==> src/rtl/clkstrap_pkg.sv <==
package clkstrap_pkg;
  typedef enum logic [2:0] {
    MD_IDLE = 3'd0,
    MD_H100 = 3'd1,
    MD_H133 = 3'd2,
    MD_TEST = 3'd3,
    MD_TRI  = 3'd4,
    MD_RSVD = 3'd5
  } mode_e;

  localparam int unsigned NGRP = 5;
  localparam int unsigned DIVW = 3;
  // counter bit feeding each group: host, mref, 66, pci, 48
  localparam int unsigned GRP_TAP [NGRP] = '{0, 1, 1, 2, 0};
endpackage

==> src/rtl/csg_rst_sync.sv <==
module csg_rst_sync #(
  parameter int unsigned STAGES = 2
) (
  input  logic clk,
  input  logic arst_n,
  output logic rst_n_o
);
  logic [STAGES-1:0] sh_q;

  always_ff @(posedge clk or negedge arst_n) begin
    if (!arst_n) sh_q <= '0;
    else         sh_q <= {sh_q[STAGES-2:0], 1'b1};
  end

  assign rst_n_o = sh_q[STAGES-1];
endmodule

==> src/rtl/csg_strap_capture.sv <==
module csg_strap_capture #(
  parameter int unsigned HOLD_CYC = 8,
  parameter int unsigned NF = 2,
  parameter int unsigned NI = 2
) (
  input  logic          clk,
  input  logic          rst_n,
  input  logic [NF-1:0] fsel_in,
  input  logic [NI-1:0] isel_in,
  input  logic          fhi_in,
  output logic          lat_o,
  output logic          oe_o,
  output logic [NF-1:0] fsel_o,
  output logic [NI-1:0] isel_o,
  output logic          fhi_o
);
  localparam int unsigned CW = $clog2(HOLD_CYC + 1);

  logic [CW-1:0] cnt_q, cnt_d;
  logic          lat_q, lat_d, oe_q, oe_d, cap_en;
  logic [NF-1:0] fsel_q;
  logic [NI-1:0] isel_q;
  logic          fhi_q;

  always_comb begin
    cap_en = !lat_q && (cnt_q == CW'(HOLD_CYC - 1));
    cnt_d  = cnt_q;
    if (!lat_q && !cap_en) cnt_d = cnt_q + CW'(1);
    lat_d  = lat_q | cap_en;
    oe_d   = lat_q;
  end

  always_ff @(posedge clk or negedge rst_n) begin
    if (!rst_n) begin
      cnt_q <= '0;
      lat_q <= 1'b0;
      oe_q  <= 1'b0;
    end else begin
      cnt_q <= cnt_d;
      lat_q <= lat_d;
      oe_q  <= oe_d;
    end
  end

  always_ff @(posedge clk or negedge rst_n) begin
    if (!rst_n) begin
      fsel_q <= '0;
      isel_q <= '0;
      fhi_q  <= 1'b0;
    end else if (cap_en) begin
      fsel_q <= fsel_in;
      isel_q <= isel_in;
      fhi_q  <= fhi_in;
    end
  end

  assign lat_o  = lat_q;
  assign oe_o   = oe_q;
  assign fsel_o = fsel_q;
  assign isel_o = isel_q;
  assign fhi_o  = fhi_q;


  oe_follows_cap_chk: assert property (@(posedge clk) disable iff (!rst_n)
    $rose(lat_q) |=> oe_q);

  oe_needs_cap_chk: assert property (@(posedge clk) disable iff (!rst_n)
    oe_q |-> lat_q);

  held_straps_chk: assert property (@(posedge clk) disable iff (!rst_n)
    (lat_q && $past(lat_q)) |-> ($stable(fsel_q) && $stable(isel_q) && $stable(fhi_q)));
endmodule

==> src/rtl/csg_mode_decode.sv <==
module csg_mode_decode
  import clkstrap_pkg::*;
(
  input  logic       lat,
  input  logic [1:0] fsel,
  input  logic [1:0] isel,
  input  logic       fhi,
  output mode_e      mode,
  output logic [1:0] imult
);
  always_comb begin
    mode  = MD_IDLE;
    imult = 2'd0;
    if (lat) begin
      case (fsel)
        2'b00:   mode = fhi ? MD_H133 : MD_H100;
        2'b11:   mode = fhi ? MD_TEST : MD_TRI;
        default: mode = MD_RSVD;
      endcase
      case ({isel[1], isel[0]})
        2'b00:   imult = 2'd1;
        2'b10:   imult = 2'd2;
        2'b01:   imult = 2'd0;
        default: imult = 2'd3;
      endcase
    end
  end
endmodule

==> src/rtl/csg_test_div.sv <==
module csg_test_div
  import clkstrap_pkg::*;
(
  input  logic            clk,
  input  logic            rst_n,
  input  logic            en,
  output logic [NGRP-1:0] tclk
);
  logic [DIVW-1:0] cnt_q, cnt_d;

  always_comb begin
    cnt_d = en ? cnt_q + DIVW'(1) : '0;
  end

  always_ff @(posedge clk or negedge rst_n) begin
    if (!rst_n) cnt_q <= '0;
    else        cnt_q <= cnt_d;
  end

  for (genvar g = 0; g < NGRP; g++) begin : g_tap
    assign tclk[g] = cnt_q[GRP_TAP[g]];
  end


  div_step_chk: assert property (@(posedge clk) disable iff (!rst_n)
    (en && $past(en)) |-> (cnt_q == DIVW'($past(cnt_q) + DIVW'(1))));
endmodule

==> src/rtl/strap_mode_ctrl.sv <==
module strap_mode_ctrl
  import clkstrap_pkg::*;
#(
  parameter int unsigned HOLD_CYC = 8
) (
  input  logic            clk_ref,
  input  logic            por_n,
  input  logic            pwr_dn_n,
  input  logic [1:0]      fsel_strap,
  input  logic [1:0]      isel_strap,
  input  logic            fhi_pin,
  output logic [2:0]      mode_o,
  output logic [1:0]      imult_o,
  output logic            strap_oe,
  output logic            clk_oe,
  output logic            ref_pass,
  output logic [NGRP-1:0] grp_tclk,
  output logic            rsvd_flag
);
  logic            rst_n, lat, fhi_q;
  logic [1:0]      fsel_q, isel_q, run_q;
  logic            run, test_en;
  mode_e           mode;
  logic [NGRP-1:0] tclk_raw;

  csg_rst_sync #(.STAGES(2)) u_rst (
    .clk(clk_ref), .arst_n(por_n), .rst_n_o(rst_n));

  csg_strap_capture #(.HOLD_CYC(HOLD_CYC), .NF(2), .NI(2)) u_cap (
    .clk(clk_ref), .rst_n(rst_n), .fsel_in(fsel_strap), .isel_in(isel_strap),
    .fhi_in(fhi_pin), .lat_o(lat), .oe_o(strap_oe), .fsel_o(fsel_q),
    .isel_o(isel_q), .fhi_o(fhi_q));

  csg_mode_decode u_dec (
    .lat(lat), .fsel(fsel_q), .isel(isel_q), .fhi(fhi_q),
    .mode(mode), .imult(imult_o));

  always_ff @(posedge clk_ref or negedge rst_n) begin
    if (!rst_n) run_q <= 2'b00;
    else        run_q <= {run_q[0], pwr_dn_n};
  end
  assign run = run_q[1];

  assign test_en = run && (mode == MD_TEST);

  csg_test_div u_div (
    .clk(clk_ref), .rst_n(rst_n), .en(test_en), .tclk(tclk_raw));

  assign mode_o    = mode;
  assign grp_tclk  = test_en ? tclk_raw : '0;
  assign ref_pass  = run && (mode == MD_H100 || mode == MD_H133 || mode == MD_TEST);
  assign clk_oe    = (mode != MD_IDLE) && (mode != MD_TRI);
  assign rsvd_flag = (mode == MD_RSVD);


  tri_quiet_chk: assert property (@(posedge clk_ref) disable iff (!rst_n)
    (mode == MD_TRI) |-> (!clk_oe && grp_tclk == '0 && !ref_pass));

  rsvd_low_chk: assert property (@(posedge clk_ref) disable iff (!rst_n)
    rsvd_flag |-> (grp_tclk == '0 && !ref_pass && clk_oe));

  idle_before_cap_chk: assert property (@(posedge clk_ref) disable iff (!rst_n)
    !strap_oe && (mode != MD_IDLE) |-> $rose(lat));
endmodule

==> config.mk <==
export PLATFORM = sky130hd
export DESIGN_NAME = strap_mode_ctrl
export DESIGN_NICKNAME = d
export VERILOG_FILES = /design/src/rtl/clkstrap_pkg.sv /design/src/rtl/csg_rst_sync.sv /design/src/rtl/csg_strap_capture.sv /design/src/rtl/csg_mode_decode.sv /design/src/rtl/csg_test_div.sv /design/src/rtl/strap_mode_ctrl.sv
export SDC_FILE = /design/constraint.sdc
export NUM_CORES = 1
export LEC_CHECK = 0
export BUFFER_PORTS_ARGS = -buffer_cell sky130_fd_sc_hd__buf_2
export CELL_PAD_IN_SITES_DETAIL_PLACEMENT = 0
export CELL_PAD_IN_SITES_GLOBAL_PLACEMENT = 2
export CORE_ASPECT_RATIO = 1.4
export CORE_MARGIN = 5
export CORE_UTILIZATION = 35
export CTS_BUF_LIST = sky130_fd_sc_hd__clkbuf_2
export DETAILED_ROUTE_END_ITERATION = 16
export PLACE_DENSITY = 0.89
export RECOVER_POWER = 50
export SYNTH_ARGS = -nofsm -noshare
export SYNTH_HDL_FRONTEND = slang
export SYNTH_HIERARCHICAL = 1
export SYNTH_SLANG_ARGS = --single-unit
==> constraint.sdc <==
create_clock -name clk_ref -period 1.96 [get_ports clk_ref]
set_input_delay 0 -clock clk_ref [delete_from_list [all_inputs] [get_ports clk_ref]]
set_output_delay 0 -clock clk_ref [all_outputs]
set_load 0.01 [all_outputs]
==> results of run 1 <==
## through the flow
stage | hold WS (ps) | power, mW | setup slack [ps] | instance area, sq um | util, %
global route | 322 | 0.685 | -148 | 1280 | 49.6
finish | 263 | 0.649 | 1.75 | 1280 | 49.6
detailed placement | -211 | 0.468 | 228 | 1060 | 40.8
CTS | 292 | 0.643 | -8.91 | 1240 | 47.9
global placement | -215 | 0.465 | 287 | 1060 | 40.8
floorplan | -296 | 0.438 | 353 | 921 | -
## synth_stat cells, drive strengths merged
library cell	count	area, sq um
dfrtp	18	450
and2	9	62.6
mux2	8	109
ha	6	75.1
nand2	4	15.0
inv	3	11.3
nand4b	3	26.3
nor2	3	11.3
o211ai	3	22.5
or2	3	18.8
and3b	2	18.8
buf	2	15.0
o21a	2	15.0
and2b	1	7.51
and4b	1	11.3
and4bb	1	16.3
conb	1	3.75
mux2i	1	10.0
nand2b	1	6.26
nor2b	1	6.26
xor2	1	8.76
## cell families after synthesis
kind of cell,Yosys count,synth area share (%)
AND/OR/NAND/NOR,29,21.7
flip-flops,18,48.9
multiplexers,9,12.9
adder cells (fa/ha/maj),6,8.15
AO/OA/AOI/OAI,5,4.08
buffers and inverters,5,2.85
other,1,0.407
XOR/XNOR,1,0.951
## power by group
part | leakage (nW) | switching [mW] | total [mW] | internal (mW)
registers | 0.204 | 0.0123 | 0.393 | 0.381
logic | 0.407 | 0.0390 | 0.103 | 0.0643
clock network | 0.0140 | 0.108 | 0.152 | 0.0443
## metal layers
metal / routed length [um] / global-route usage (%) / vias to the layer above / part of all wire, %
li1: - / - / 327 / -
met1: 723 / 10.1 / 320 / 42
met2: 903 / 17.5 / 18 / 53
met3: 85 / 1.26 / 2 / 4.9
met4: 8 / 5.40 / 0 / 0.47
met5: 0 / 0 / - / 0
## final cells by class
cell class	count	area (sq um)
Clock inverter	1	3.75
Timing Repair Buffer	36	283
Tap cell	36	45.0
Fill cell	253	1310
Sequential cell	18	450
Clock buffer	3	15.0
Inverter	3	11.3
Multi-Input combinational cell	51	474
## critical path, stage by stage, from the launching register on
cell and delay [ps]:
sky130_fd_sc_hd__dfrtp_1 430, sky130_fd_sc_hd__ha_2 220, sky130_fd_sc_hd__buf_6 100, sky130_fd_sc_hd__mux2i_1 190
sky130_fd_sc_hd__and2_4 180, sky130_fd_sc_hd__and4b_2 270, sky130_fd_sc_hd__and2_4 170, sky130_fd_sc_hd__buf_6 110
## worst min-delay path by stage
stage,start,slack [ps],to
2_1_floorplan,por_n,-300,u_rst/sh_q[0]
3_3_place_gp,por_n,-220,u_rst/sh_q[1]
3_5_place_dp,por_n,-210,u_rst/sh_q[1]
4_1_cts,u_rst/sh_q[1],290,u_cap/cnt_q[1]
5_1_grt,pwr_dn_n,320,run_q[0]
6_report,u_rst/sh_q[1],260,u_cap/isel_o[0]
## placed cells by master (no fill, tap or decap), drive strengths merged
cell type / n
buf: 28
dfrtp: 18
and2: 9
dlygate4sd3: 8
mux2: 8
ha: 6
nand2: 4
clkbuf: 3
nand4b: 3
o211ai: 3
nor2: 3
or2: 3
inv: 3
o21a: 2
and3b: 2
and4b: 1
clkinv: 1
and4bb: 1
and2b: 1
nand2b: 1
mux2i: 1
nor2b: 1
xor2: 1
conb: 1
## state kept, by name, indices dropped and copies added (netlist names)
name          cells
u_cap/isel_o      2
u_div/cnt_q       3
u_cap/cnt_q       4
run_q             2
u_cap/lat_o       1
u_cap/fsel_o      2
u_cap/fhi_o       1
u_rst/sh_q        2
u_cap/oe_o        1
## what timing repair did
item / in CTS / in global routing
cloned: 0 / 0
setup buffers: 5 / 2
endpoints found under the hold margin: 8 / 0
hold buffers: 8 / 0
resized for setup: 13 / 8
endpoints found under the setup margin: 6 / 6
pin swaps: 9 / 5
==> impl_metrics.py, run 1 <==
metrics = {
    "route": {
        "wire_per_inst_um": 11.6,
        "route.final.wire_length_um": 1720,
        "drc": 0,
        "drt_first_iter_violations": 11,
        "ant_nets": 0,
        "count_of_tritonroute_iterations_in_the_first_routing_pass": 4,
        "routed_via_density": 4.51,
        "num_vias": 667,
    },
    "timing": {
        "worst_pin_slew_ps": 616,
        "final-max-slew-violation-count": 0,
        "relSlewSlack_pct": 58.9,
        "clk_skew_ps": 2.71,
        "hold_viol": 0,
        "fin_tns_setup_ps": 0,
        "final.period_utilization_pct": 99.9,
        "max_clock_freq_ghz": 0.511,
        "min_period_ps": 1960,
        "rsz0062_at_grt": "true",
        "setup_viol_count_final": 0,
    },
    "floorplanning": {
        "initial_core_utilization_pct": 35.6,
        "die_height_um": 70.7,
        "die_area_sq_um": 3770,
        "core_region_area_sq_um": 2590,
        "die_width_um": 53.4,
        "design.portCount": 22,
        "num_rows": 22,
    },
    "worst_setup_path": {
        "worstReg2RegStart": "u_cap/fsel_o[0]",
        "worst_reg2reg_path_length_in_cells": 6,
        "endpoint_kind": "output port",
        "timing_worst_setup_path_type": "reg2out",
        "r2r_setup_slack_ps": 330,
        "critical_path_arrival_ps": 1960,
        "critical_path.endpoint": "grp_tclk[3]",
        "timing.critical_path.from_type": "flop",
        "critical_path_required_time_ps": 1960,
        "crit_path_max_fanout": 8,
        "critical_path.startpoint": "u_cap/fsel_o[0]",
        "reg2reg_to": "u_div/cnt_q[2]",
    },
    "layout": {
        "flow.area_growth_from_synthesis_pct": 39.3,
        "drive_above_1_share_pct": 49.1,
        "antenna_cells_inserted": 0,
        "layout_nets": 127,
        "layoutNonFillerInstCount": 148,
    },
    "grt": {
        "grt_pass1_wl_um": 2700,
        "grt_pass1_vias": 671,
        "initial_antenna_violation_count": 0,
        "grt_total_ovfl": 0,
        "gr-usage-all-layers_pct": 9.63,
        "grt_start_max_net_pins": 17,
    },
    "power_and_ir_drop": {
        "power.leakage_nw": 0.626,
        "max-vdd-ir-drop_v": 0.000282,
        "power_density_nw_per_um2": 506,
    },
    "place": {
        "placed_cells_incl_taps": 129,
        "dpl.hpwl_um": 1150,
        "port_buffers": 21,
        "gp_routability_congestion": 0.717,
    },
    "logic_synthesis": {
        "synthesis.area_sq_um": 921,
        "yosys_warnings": 6,
        "postSynthCellCount": 74,
        "synth_cell_types": 26,
        "synth.ff_latch_count": 18,
        "avgSynthCellArea_sq_um": 12.4,
        "synth.net_count": 88,
        "yosysSeqAreaShare_pct": 48.9,
    },
    "clocking": {
        "cts_tree": "done",
        "clkTransAtPathRegs_ps": 160,
        "cts_num_sinks": 18,
        "tritoncts.num_buffers": 3,
        "htree_num_levels": 1,
        "ctsRootBufferMaster": "sky130_fd_sc_hd__clkbuf_2",
        "clock_latency_ps": 290,
        "max-clock-path-buffers": 2,
    },
    "status": {
        "run_status": "completed",
    },
    "job": {
        "max_cap_violations": 0,
    },
    "hold_path": {
        "timing.hold.worst.class": "reg2async",
    },
}
Power figures use the tool's default switching activity.
==> run 2, diff against run 1 <==
--- a/config.mk
+++ b/config.mk
@@ -13,7 +13,7 @@
 export CORE_UTILIZATION = 35
 export CTS_BUF_LIST = sky130_fd_sc_hd__clkbuf_2
 export DETAILED_ROUTE_END_ITERATION = 16
-export PLACE_DENSITY = 0.89
+export PLACE_DENSITY = 0.82
 export RECOVER_POWER = 50
 export SYNTH_ARGS = -nofsm -noshare
 export SYNTH_HDL_FRONTEND = slang
==> run 2 against run 1 <==
Compared with the run above: non-clock buffer count stayed put; setup slack better by 28 ps; critical path depth stayed put; via count is 1.9% lower; sequential share of layout area is 0.10 points higher; count of clock-buffer cells in the layout stayed put; die area stayed put; clock skew hardly changed; clock power is 4% lower; largest power group unchanged; cell area is 0.29% lower.
==> impl_metrics.py, run 2 (synthesis gave the netlist of run 1 again) <==
metrics = {
    "status": {
        "run_status": "completed",
    },
    "grt": {
        "initial_antenna_violation_count": 0,
        "grt_start_max_net_pins": 17,
        "grt_pass1_wl_um": 2770,
        "gr-usage-all-layers_pct": 9.64,
        "grt_total_ovfl": 0,
        "grt_pass1_vias": 638,
    },
    "worst_setup_path": {
        "worstReg2RegStart": "u_cap/fsel_o[1]",
        "critical_path.startpoint": "u_cap/fsel_o[1]",
        "critical_path_buf_inv_count": 2,
        "max_stage_delay_ps": 420,
        "endpoint_kind": "output port",
        "crit_path_max_fanout": 4,
        "timing.critical_path.cells": "inv_2 -> ha_4 -> mux2_4 -> o21a_1 -> or2_1 -> and3b_2 -> buf_6",
        "cp_slowest_cell": "sky130_fd_sc_hd__dfrtp_1",
        "timing_worst_setup_path_type": "reg2out",
        "critical_path_arrival_ps": 1930,
        "timing.critical_path.max_delay_family": "simple AND/OR/NAND/NOR gates",
        "critical_path_required_time_ps": 1960,
        "timing.critical_path.from_type": "flop",
    },
    "route": {
        "dr.max_layer_used": "met4",
        "met3WireLength_um": 108,
        "count_of_tritonroute_iterations_in_the_first_routing_pass": 3,
        "route.final.wire_length_um": 1650,
        "wire_per_inst_um": 11.1,
        "routed_via_density": 4.42,
        "drt_first_iter_violations": 14,
        "m1WireLength_um": 800,
        "ant_nets": 0,
        "detailroute.wirelength.met2_um": 733,
        "drc": 0,
        "num_vias": 654,
    },
    "place": {
        "port_buffers": 21,
        "worst_slack_after_detailed_placement_ps": 257,
        "postPlaceCellArea_sq_um": 1060,
        "gp_routability_congestion": 0.713,
        "dpl.hpwl_um": 1170,
    },
    "floorplanning": {
        "core_region_area_sq_um": 2590,
        "design.portCount": 22,
        "die_area_sq_um": 3770,
        "die_width_um": 53.4,
        "initial_core_utilization_pct": 35.6,
        "die_height_um": 70.7,
        "num_rows": 22,
    },
    "timing": {
        "final.period_utilization_pct": 98.5,
        "holdWs_ps": 261,
        "setup_viol_count_final": 0,
        "worst_pin_slew_ps": 616,
        "min_period_ps": 1930,
        "hold_viol": 0,
        "relSlewSlack_pct": 58.9,
        "clk_skew_ps": 2.36,
        "final-max-slew-violation-count": 0,
        "max_clock_freq_ghz": 0.518,
        "post-route-worst-setup-slack_ps": 30.0,
        "rsz0062_at_grt": "true",
    },
    "clocking": {
        "clock_latency_ps": 280,
        "max-clock-path-buffers": 2,
        "htree_num_levels": 1,
        "ctsRootBufferMaster": "sky130_fd_sc_hd__clkbuf_2",
        "cts_tree": "done",
        "cts_num_sinks": 18,
        "tritoncts.num_buffers": 3,
        "clkTransAtPathRegs_ps": 150,
    },
    "power_and_ir_drop": {
        "power_density_nw_per_um2": 500,
        "power.leakage_nw": 0.624,
        "max-vdd-ir-drop_v": 0.000283,
    },
    "layout": {
        "final_design_area_no_fill_sq_um": 1280,
        "flow.area_growth_from_synthesis_pct": 38.9,
        "most_common_cell_after_layout_fill_and_taps_aside": "sky130_fd_sc_hd__dfrtp_1",
        "largest_register_ff_count": 4,
        "filler_cell_count": 258,
        "drive_above_1_share_pct": 49.1,
        "layout_nets": 127,
        "layout_top_registers": "u_cap/cnt_q: 4 flops, u_div/cnt_q: 3 flops",
        "antenna_cells_inserted": 0,
        "mostFrequentLayoutCells": "sky130_fd_sc_hd__dfrtp_1, sky130_fd_sc_hd__buf_2, sky130_fd_sc_hd__dlygate4sd3_1",
        "largest_register": "u_cap/cnt_q",
    },
    "job": {
        "max_cap_violations": 0,
    },
    "hold_path": {
        "timing.hold.worst.class": "reg2async",
    },
}
-- run 2: report_power, final --
group          leakage, nW  total, mW  internal, mW  switching (mW)
Combinational        0.406      0.100        0.0627          0.0378
Clock               0.0140      0.146        0.0443           0.102
Sequential           0.204      0.393         0.381          0.0123
Total                0.624      0.640         0.488           0.152
-- run 2: worst paths after layout --
path | slack, ps | endpoint | cells after the start
worst max register to register | 250 | u_div/cnt_q[0] | 7
worst max-delay path | 30 | ref_pass | 7
min in group clk_ref | 370 | run_q[0] | 2
max in group asynchronous | 1300 | u_cap/cnt_q[1] | 0
worst min register to register | 260 | u_cap/isel_o[0] | 0
worst min-delay path | 260 | u_cap/isel_o[0] | 0
-- run 2: final cells by class --
| class | instances | area, sq um | share of cell area, % |
|---|---|---|---|
| repair buffers | 36 | 279 | 21.8 |
| clock buffers | 3 | 15.0 | 1.17 |
| inverters | 3 | 11.3 | 0.881 |
| well taps | 36 | 45.0 | 3.52 |
| multi-input cells | 51 | 474 | 37.1 |
| flip-flops and latches | 18 | 450 | 35.2 |
| clock inverters | 1 | 3.75 | 0.294 |
-- run 2: what timing repair did --
action                     in CTS  in global routing
hold endpoints to repair        8                  0
gates resized for setup        15                  5
pin swaps                       7                  6
hold buffers                    8                  0
setup endpoints to repair       6                  6
buffers inserted                4                  3
-- run 2: layer usage --
metal	track usage, %	vias to the layer above
met5	0	-
met4	4.26	0
met3	1.89	2
met2	15.1	18
met1	12.6	306
li1	-	328
-- run 2: metrics by stage --
step	utilization (%)	std cells	total power, mW	TNS, ps
6_report	49.4	148	0.640	0
5_1_grt	49.4	148	0.683	-456
4_1_cts	47.9	145	0.640	0
3_5_place_dp	40.8	129	0.468	0
3_3_place_gp	40.8	129	0.467	0
2_1_floorplan	-	74	0.438	0
